===== config.mk =====
export PLATFORM = sky130hd
export DESIGN_NAME = row_pingpong_buffer
export DESIGN_NICKNAME = d
export VERILOG_FILES = /design/src/rtl/lbuf_pkg.sv /design/src/rtl/lbuf_seq.sv /design/src/rtl/lbuf_bank.sv /design/src/rtl/lbuf_selftest.sv /design/src/rtl/row_pingpong_buffer.sv
export SDC_FILE = /design/constraint.sdc
export NUM_CORES = 2
export LEC_CHECK = 0
export ABC_AREA = 0
export BUFFER_PORTS_ARGS = -buffer_cell sky130_fd_sc_hd__buf_2
export CAP_MARGIN = 20
export CORE_MARGIN = 3
export CORE_UTILIZATION = 60
export DETAILED_ROUTE_END_ITERATION = 8
export GPL_ROUTABILITY_DRIVEN = 0
export PLACE_DENSITY = 0.74
export SYNTH_ARGS = -nofsm -noshare
export SYNTH_HDL_FRONTEND = slang
export SYNTH_SLANG_ARGS = --single-unit

===== constraint.sdc =====
create_clock -name clk -period 7.9 [get_ports clk]
set_input_delay 0.395 -clock clk [delete_from_list [all_inputs] [get_ports clk]]
set_output_delay 0.395 -clock clk [all_outputs]
set_load 0.01 [all_outputs]

===== src/rtl/lbuf_pkg.sv =====
// Package: shared names for the alternating row buffer.
// Assumes: two banks exactly; bank identity fits in one bit.
package lbuf_pkg;
    typedef enum logic {
        BANK_A = 1'b0,
        BANK_B = 1'b1
    } bank_e;
endpackage


===== src/rtl/lbuf_seq.sv =====
// Module: lbuf_seq
// Sequences a line: character index, load index, bank select and overflow.
// Assumes: strobes are single-cycle pulses. new_page outranks new_line,
// and new_line outranks new_word and load_pulse in the same cycle.
module lbuf_seq #(
    parameter int ROW_LEN = 80,
    localparam int CNT_W  = $clog2(ROW_LEN + 1)
) (
    input  logic               clk,
    input  logic               rst_n,
    input  logic               new_word,
    input  logic               new_line,
    input  logic               new_page,
    input  logic               load_pulse,
    output lbuf_pkg::bank_e    bank_sel,
    output logic [CNT_W-1:0]   word_idx,
    output logic [CNT_W-1:0]   load_idx,
    output logic               wr_en,
    output logic               ovf
);
    import lbuf_pkg::*;

    localparam logic [CNT_W-1:0] LAST_IDX = CNT_W'(ROW_LEN - 1);
    localparam logic [CNT_W-1:0] FULL_IDX = CNT_W'(ROW_LEN);

    logic row_break;
    logic row_full;

    // Purpose: either strobe that restarts a row.
    assign row_break = new_line | new_page;
    // Purpose: loading bank has taken a full row.
    assign row_full  = (load_idx == FULL_IDX);
    // Purpose: a load that is allowed to write.
    assign wr_en     = load_pulse & ~row_break & ~row_full;

    // Purpose: bank select, page clears it and line inverts it.
    always_ff @(posedge clk) begin
        if (!rst_n) begin
            bank_sel <= BANK_A;
        end else if (new_page) begin
            bank_sel <= BANK_A;
        end else if (new_line) begin
            bank_sel <= (bank_sel == BANK_A) ? BANK_B : BANK_A;
        end
    end

    // Purpose: character index, saturating at the last column.
    always_ff @(posedge clk) begin
        if (!rst_n) begin
            word_idx <= '0;
        end else if (row_break) begin
            word_idx <= '0;
        end else if (new_word && (word_idx != LAST_IDX)) begin
            word_idx <= word_idx + 1'b1;
        end
    end

    // Purpose: load index, stops at a full row.
    always_ff @(posedge clk) begin
        if (!rst_n) begin
            load_idx <= '0;
        end else if (row_break) begin
            load_idx <= '0;
        end else if (wr_en) begin
            load_idx <= load_idx + 1'b1;
        end
    end

    // Purpose: overflow flag for loads arriving at a full row.
    always_ff @(posedge clk) begin
        if (!rst_n) begin
            ovf <= 1'b0;
        end else if (row_break) begin
            ovf <= 1'b0;
        end else if (load_pulse && row_full) begin
            ovf <= 1'b1;
        end
    end
endmodule


===== src/rtl/lbuf_bank.sv =====
// Module: lbuf_bank
// One row register: one synchronous write port, one combinational read port.
// Assumes: indices stay below ROW_LEN (the sequencer guarantees this).
module lbuf_bank #(
    parameter int ROW_LEN = 80,
    parameter int WORD_W  = 16,
    localparam int CNT_W  = $clog2(ROW_LEN + 1)
) (
    input  logic               clk,
    input  logic               rst_n,
    input  logic               wr_en,
    input  logic [CNT_W-1:0]   wr_idx,
    input  logic [WORD_W-1:0]  wr_data,
    input  logic [CNT_W-1:0]   rd_idx,
    output logic [WORD_W-1:0]  rd_data
);
    logic [WORD_W-1:0] cells [ROW_LEN];

    // Purpose: store a word, clear the whole row on reset.
    always_ff @(posedge clk) begin
        if (!rst_n) begin
            for (int i = 0; i < ROW_LEN; i++) begin
                cells[i] <= '0;
            end
        end else if (wr_en) begin
            cells[wr_idx] <= wr_data;
        end
    end

    // Purpose: present the word at the read index.
    assign rd_data = cells[rd_idx];
endmodule


===== src/rtl/lbuf_selftest.sv =====
// Module: lbuf_selftest
// Builds the counter test pattern and checks the display loopback against it.
// Assumes: the loopback returns the word shown in the same cycle.
module lbuf_selftest #(
    parameter int ROW_LEN = 80,
    parameter int OUT_W   = 15,
    localparam int CNT_W  = $clog2(ROW_LEN + 1)
) (
    input  logic               clk,
    input  logic               rst_n,
    input  logic               test_on,
    input  logic [CNT_W-1:0]   word_idx,
    input  logic [OUT_W-1:0]   loopback,
    output logic [OUT_W-1:0]   pattern,
    output logic               err
);
    // Purpose: repeat the character index across the output bits.
    for (genvar i = 0; i < OUT_W; i++) begin : g_pat
        assign pattern[i] = word_idx[i % CNT_W];
    end

    // Purpose: sticky mismatch flag, cleared when test mode ends.
    always_ff @(posedge clk) begin
        if (!rst_n) begin
            err <= 1'b0;
        end else if (!test_on) begin
            err <= 1'b0;
        end else if (loopback != pattern) begin
            err <= 1'b1;
        end
    end
endmodule


===== src/rtl/row_pingpong_buffer.sv =====
// Module: row_pingpong_buffer
// Two row registers in alternation: one shifts to the display while the other
// loads from frame memory, with a counter-based self-test path.
// Assumes: single clock domain; strobes already synchronised and one cycle long.
module row_pingpong_buffer #(
    parameter int ROW_LEN = 80,
    parameter int WORD_W  = 16,
    parameter int OUT_W   = 15
) (
    input  logic              clk,
    input  logic              rst_n,
    input  logic              new_word,
    input  logic              new_line,
    input  logic              new_page,
    input  logic              load_pulse,
    input  logic [WORD_W-1:0] load_word,
    input  logic              test_manual,
    input  logic              test_soft,
    input  logic [OUT_W-1:0]  disp_loopback,
    output logic [OUT_W-1:0]  disp_word,
    output logic              selftest_err,
    output logic              load_ovf
);
    import lbuf_pkg::*;

    localparam int CNT_W   = $clog2(ROW_LEN + 1);
    localparam int N_BANKS = 2;

    bank_e             bank_sel;
    logic [CNT_W-1:0]  word_idx;
    logic [CNT_W-1:0]  load_idx;
    logic              wr_en;
    logic              test_on;
    logic [OUT_W-1:0]  pattern;
    logic [WORD_W-1:0] bank_rd [N_BANKS];
    logic [WORD_W-1:0] shift_word;

    // Purpose: either test source enables test mode.
    assign test_on = test_manual | test_soft;

    lbuf_seq #(.ROW_LEN(ROW_LEN)) u_seq (
        .clk        (clk),
        .rst_n      (rst_n),
        .new_word   (new_word),
        .new_line   (new_line),
        .new_page   (new_page),
        .load_pulse (load_pulse),
        .bank_sel   (bank_sel),
        .word_idx   (word_idx),
        .load_idx   (load_idx),
        .wr_en      (wr_en),
        .ovf        (load_ovf)
    );

    // Purpose: one row register per bank; only the unselected bank is written.
    for (genvar b = 0; b < N_BANKS; b++) begin : g_bank
        lbuf_bank #(.ROW_LEN(ROW_LEN), .WORD_W(WORD_W)) u_bank (
            .clk     (clk),
            .rst_n   (rst_n),
            .wr_en   (wr_en && (bank_sel != bank_e'(b))),
            .wr_idx  (load_idx),
            .wr_data (load_word),
            .rd_idx  (word_idx),
            .rd_data (bank_rd[b])
        );
    end

    // Purpose: pick the shifting bank's word.
    assign shift_word = bank_rd[bank_sel];

    lbuf_selftest #(.ROW_LEN(ROW_LEN), .OUT_W(OUT_W)) u_test (
        .clk      (clk),
        .rst_n    (rst_n),
        .test_on  (test_on),
        .word_idx (word_idx),
        .loopback (disp_loopback),
        .pattern  (pattern),
        .err      (selftest_err)
    );

    // Purpose: display stream, test pattern or stored row truncated to OUT_W.
    assign disp_word = test_on ? pattern : shift_word[OUT_W-1:0];
endmodule


# Word-level counts from Yosys, hierarchy flattened
# Memories as Yosys holds them, arrays and structs flattened. A register that Yosys moved wholly into a read port is not among the register bits.
# Index checks and enable logic that the tools add are counted.
[op_classes]
add_sub_neg = 2
bitwise = 9
n_eq_ne = 3
reduce_logical = 9
muxes = 22
order_cmp = 1
[ops]
columns = ["op", "n"]
rows = [
  ["two-way mux 15 bit", 4],
  ["two-way mux 7 bit", 6],
  ["two-way mux 16 bit", 2],
  ["OR reduction 16 bit", 2],
  ["!= test 15 bit", 1],
  ["adder 7 x 1 -> 7 bit, second input constant", 2],
  ["two-way mux 1 bit", 10],
  ["== test 7 bit, second input constant", 1],
  ["!= test 7 bit, second input constant", 1],
  ["logical AND 1 bit", 4],
  ["NOT 1 bit", 4],
  ["OR reduction 2 bit", 2],
  ["bitwise AND 1 bit", 2],
  ["greater-or-equal comparator 2 bit, second input constant", 1],
  ["NOT 1 -> 2 bit", 1],
  ["bitwise OR 1 bit", 2],
  ["AND reduction 2 bit", 1],
]
[word_totals]
in_bits = 39
word_cells = 53
regBits = 17
output_inout_bits = 17
ram_bits = 2560
mem_count = 2
[memory_table]
columns = ["name", "words", "width", "rd", "rd_ports_with_merged_regs", "wr", "line", "source"]
rows = [
  ["g_bank[0].u_bank.cells", 80, 16, 1, 1, 80, "lbuf_bank.sv:17", "logic [WORD_W-1:0] cells [ROW_LEN];"],
  ["g_bank[1].u_bank.cells", 80, 16, 1, 1, 80, "lbuf_bank.sv:17", ""],
]

# Longest topological paths before layout
[depth]
word_depth = 10
ltp_mapped = 14
mapped_depth_nobuf = 9

# Hierarchy
# A second synthesis with hierarchy kept.
[hier_totals]
hier_cells = 9514
hier_area_um2 = 176479.3
[modules_own_cells]
columns = ["mod", "seq_area_each_um2", "cells_each", "n_inst", "area_each_um2"]
rows = [
  ["lbuf_bank", 61499.0, 4667, 2, 87523.9],
  ["lbuf_seq", 320.3, 90, 1, 773.2],
  ["row_pingpong_buffer", 0.0, 54, 1, 406.6],
  ["lbuf_selftest", 20.0, 36, 1, 251.5],
]

# Least setup slack after synthesis
# Ideal clock, no wire load.
[synth_path]
path_kind = "register -> register"
from = "register u_seq.load_idx[0]"
to = "memory g_bank[0].u_bank.cells[6][0], enable pin"
required_time_ps = 7492
period_less_slack_ps = 3683
stages_incl_launch_ff = 13
path_buffers = 5
arrival_time_ps = 3275
setup_slack_ps = 4217
setup_time_ps = 408
path_cell_list = "dfxtp_1 -> clkbuf_1 -> inv_1 -> ha_1 -> inv_1 -> o311a_1 -> buf_4 -> nand4_1 -> or3_1 -> buf_2 -> clkbuf_1 -> clkbuf_1 -> o21ai_0"
[synth_lines]
columns = ["element", "line", "source"]
rows = [
  ["from (decl)", "lbuf_seq.sv:17", "output logic [CNT_W-1:0] load_idx,"],
  ["from (signal assigned)", "lbuf_seq.sv:65", "load_idx <= load_idx + 1'b1;"],
  ["to (decl)", "lbuf_bank.sv:17", ""],
]

==> Implementation_results.wiki <==
{| class="wikitable"
! Metric !! Value
|-
| Total via count in the routed design || 96.1k
|-
| Compound-cell area share of the yosys netlist || 0.0442
|-
| Number of antenna violations at the first check in global routing || 34
|-
| Post-DP HPWL || 276 mm
|-
| Gates resized, CTS repair || 0
|-
| Synth Area in Simple Gates || 0.107
|-
| Multiplexer fraction of the synthesized cell area || 0.127
|-
| Global-route wire length before repair || 671 mm
|-
| Slew at the pin closest to its max-slew limit || 1.34 ns
|-
| Post-synthesis share of cell area spent on xor and xnor gates || 0.000576
|-
| RSZ-0062 raised after global routing || false
|-
| Boundary pin count || 56
|-
| Cell Area, Synth || 0.167 sq mm
|-
| Number of enable flip-flop cells after synthesis || 3840
|-
| Final hold viol count || 0
|-
| Post-synthesis cell type with the largest combined area || sky130_fd_sc_hd__edfxtp_1
|-
| Power dissipated by switching net loads || 9110 uW
|-
| Synth Instances || 10.4k
|-
| CP arrival || 6.87 ns
|-
| TritonCTS sink count || 3864
|-
| Aggregate routed wire length || 470 mm
|-
| Worst setup margin || 0.635 ns
|-
| Drt first pass iters || 6
|-
| CP Max Fanout || 62
|-
| Layout fillers || 18.4k
|-
| Part of the total power dissipated in combinational logic || 0.036
|-
| Area added between synthesis and finish || 9.89%
|-
| Power density over the cells || 232 mW/mm^2
|-
| Design internal power || 33400 uW
|-
| Max-Cap Viols || 0
|-
| Chip width || 534 um
|-
| Fraction of power consumed by the clock network || 0.417
|-
| Total of endpoints with negative setup slack in the final report || 0
|-
| Setup slack, reg-to-reg || 3.76 ns
|-
| Worst Clk Skew || 0.0576 ns
|-
| Average via count per standard cell || 6.70
|-
| Synth Warn # || 0
|-
| Leakage power figure || 0.0593 uW
|-
| Critical path required time || 7.51 ns
|-
| Run status || finished, final reports clean
|-
| Number of buffers between clock root and the deepest sink || 4
|-
| Combinational family with the most area after synthesis || multiplexers
|-
| Mapped Nets || 10.4k
|-
| Post-route ant nets || 0
|-
| Commonest cells post-synth || sky130_fd_sc_hd__edfxtp_1, sky130_fd_sc_hd__and2_1, sky130_fd_sc_hd__mux2i_1
|-
| Startpoint types || register
|-
| Number of global-route vias before repair || 94.4k
|-
| Category of the most critical setup path || register to output port
|-
| Leading cell type by number of instances after synthesis || sky130_fd_sc_hd__edfxtp_1
|-
| Clk root buf || sky130_fd_sc_hd__clkbuf_16
|-
| Effective utilization at floorplan || 0.604
|-
| Type of the worst min-delay path || input port to register
|-
| Flops & latches, synth || 3864
|-
| Clock latency reported for the late side of the worst-skew pair || 0.95 ns
|-
| GRT Total Usage || 0.327
|-
| Cell count after placement || 13.6k
|-
| Non-filler cells, final || 14.3k
|-
| Mean instance size in the synthesized netlist || 16.1 sq um
|-
| Total Die Area || 0.285 sq mm
|-
| DRC || 0
|-
| Die outline height || 534 um
|-
| Routed len/inst || 32.8 um
|-
| Nets@finish || 10.4k
|-
| Min cycle time layout || 7.26 ns
|-
| Clock slew seen by the registers of the worst setup and hold paths || 0.06 ns
|-
| Yosys cell types || 75
|-
| Switching share of power || 0.214
|-
| Placeable core region || 0.277 sq mm
|-
| Quantity of I/O buffers inserted on ports || 54
|-
| Max-slew headroom || 0.103
|-
| Share of flip-flops with an asynchronous set or reset after synthesis || 0
|-
| Area share of the largest cell type after synthesis || 0.690
|-
| Sum of overflow across all layers after global routing || 0
|-
| Floorplan row count || 193
|-
| Share of the clock period used by the worst path after layout || 0.920
|-
| Sequential cell area fraction in the yosys report || 0.693
|-
| Share of cells above drive strength 1 || 0.157
|-
| IR Drop Worst-Case VDD || 216 uV
|-
| Most instantiated flip-flop cell in the synthesis netlist || sky130_fd_sc_hd__edfxtp_1
|-
| Share of total power in sequential cells || 0.547
|-
| Detailed Route Iter0 Violations || 14.6k
|-
| Top cells by area, synth || sky130_fd_sc_hd__edfxtp_1, sky130_fd_sc_hd__and2_1, sky130_fd_sc_hd__mux4_2
|-
| Adder-cell area share of the yosys netlist || 0.000225
|-
| Pin count of the biggest net entering global routing || 177
|-
| CTS tree || yes
|-
| Total Negative Setup Slacks || 0 ns
|-
| F_max || 0.138 GHz
|-
| Count of H-tree levels built during CTS || 5
|-
| Cts bufs inserted || 387
|-
| Pre-CTS setup slack || 1.85 ns
|-
| Setup crit end kind || output port
|-
| Max-slew violation total from the final report || 0
|}
cells by family after synthesis:
group	Yosys count
AO/OA/AOI/OAI	1097
adder cells (fa/ha/maj)	3
buffers and inverters	929
AND/OR/NAND/NOR	3066
flip-flops	3864
XOR/XNOR	11
multiplexers	1392
state kept, by name, summed over array words and instances, names as in the netlist, named ones only:
| register | cells |
|---|---|
| u_seq.load_idx | 7 |
| u_seq.bank_sel | 1 |
| u_test.err | 1 |
| u_seq.word_idx | 7 |
| g_bank.u_bank.cells | 3840 |
| u_seq.ovf | 1 |
power groups by stage:
| stage | clock [uW] | sequential, uW | combinational (uW) |
|---|---|---|---|
| floorplan | 0 | 23600 | 825 |
| global placement | 0 | 23700 | 1460 |
| detailed placement | 0 | 23700 | 1500 |
| CTS | 17800 | 23300 | 1510 |
| global route | 18600 | 23300 | 1580 |
| finish | 17800 | 23300 | 1530 |
through the flow:
step | total power, uW | hold slack, ns | cell area (sq um) | utilization
floorplan | 24500 | 0.471 | 167000 | -
global placement | 25100 | 0.487 | 171000 | 0.619
detailed placement | 25200 | 0.502 | 171000 | 0.619
CTS | 42600 | 0.0177 | 184000 | 0.663
global route | 43500 | 0.0707 | 184000 | 0.664
finish | 42600 | 0.0545 | 184000 | 0.664
path summary, 6_finish.rpt:
path | from | endpoint | cells past startpoint
worst max-delay path | register | disp_word[4] | 9
worst min-delay path | load_word[0] | g_bank[0].u_bank.cells[94][0] | 1
worst max register to register | u_seq.load_idx[0] | g_bank[0].u_bank.cells[103][1] | 8
worst min register to register | u_seq.load_idx[0] | u_seq.load_idx[0] | 2
final cells by class:
type,instances,area (sq um),share of cell area
multi-input combinational,5569,47000,0.256
tap,3705,4640,0.0252
antenna,13,32.5,0.000177
timing repair buffer,500,4080,0.0222
inverter,8,45.0,0.000245
clock buffer,460,10000,0.0546
clock inverter,227,2080,0.0113
sequential,3864,116000,0.630
what timing repair did:
item,in CTS,in global routing
setup buffers,0,0
hold endpoints to repair,212,0
hold buffers,14,0
setup endpoints to repair,0,0
layout by cell type (no fill, tap or decap), types with 14 or more instances in the layout:
cell / instances
sky130_fd_sc_hd__nand2_1: 141
sky130_fd_sc_hd__nand3_1: 26
sky130_fd_sc_hd__a2111oi_0: 30
sky130_fd_sc_hd__a211o_1: 38
sky130_fd_sc_hd__edfxtp_1: 3840
sky130_fd_sc_hd__o221ai_1: 117
sky130_fd_sc_hd__nor3_1: 55
sky130_fd_sc_hd__o21ai_0: 77
sky130_fd_sc_hd__nand2b_1: 32
sky130_fd_sc_hd__a22oi_1: 22
sky130_fd_sc_hd__clkinv_1: 91
sky130_fd_sc_hd__mux2i_1: 803
sky130_fd_sc_hd__clkinv_2: 71
sky130_fd_sc_hd__buf_12: 21
sky130_fd_sc_hd__o21ai_1: 158
sky130_fd_sc_hd__a21oi_1: 144
sky130_fd_sc_hd__nor2_1: 316
sky130_fd_sc_hd__a221oi_1: 83
sky130_fd_sc_hd__clkbuf_16: 390
sky130_fd_sc_hd__dlygate4sd3_1: 14
sky130_fd_sc_hd__o2111ai_1: 15
sky130_fd_sc_hd__buf_4: 401
sky130_fd_sc_hd__and2_1: 2402
sky130_fd_sc_hd__o21ai_2: 20
sky130_fd_sc_hd__bufinv_16: 25
sky130_fd_sc_hd__mux4_2: 571
sky130_fd_sc_hd__clkbuf_1: 70
sky130_fd_sc_hd__buf_2: 39
sky130_fd_sc_hd__a211oi_1: 89
sky130_fd_sc_hd__dfxtp_1: 20
sky130_fd_sc_hd__o22ai_1: 240
critical path, stage by stage (launching register included):
cell                       delay (ns)
sky130_fd_sc_hd__dfxtp_4         0.89
sky130_fd_sc_hd__buf_4           0.90
sky130_fd_sc_hd__nand3_4         1.06
sky130_fd_sc_hd__o22ai_1         0.46
sky130_fd_sc_hd__a211oi_1        0.11
sky130_fd_sc_hd__clkbuf_4        0.26
sky130_fd_sc_hd__o41ai_1         0.68
sky130_fd_sc_hd__nand3_1         0.20
sky130_fd_sc_hd__o311ai_1        0.95
sky130_fd_sc_hd__buf_2           0.29
per-layer routing:
metal / share of wire / routed length, um / vias up / track usage
met2: 0.46 / 218000 / 6543 / 0.499
li1: - / - / 39400 / -
met4: 0.056 / 26400 / 14 / 0.157
met3: 0.13 / 60800 / 1127 / 0.0827
met5: 0.00021 / 100 / - / 0
met1: 0.35 / 165000 / 49000 / 0.444
(Power assumes the default switching activity.)
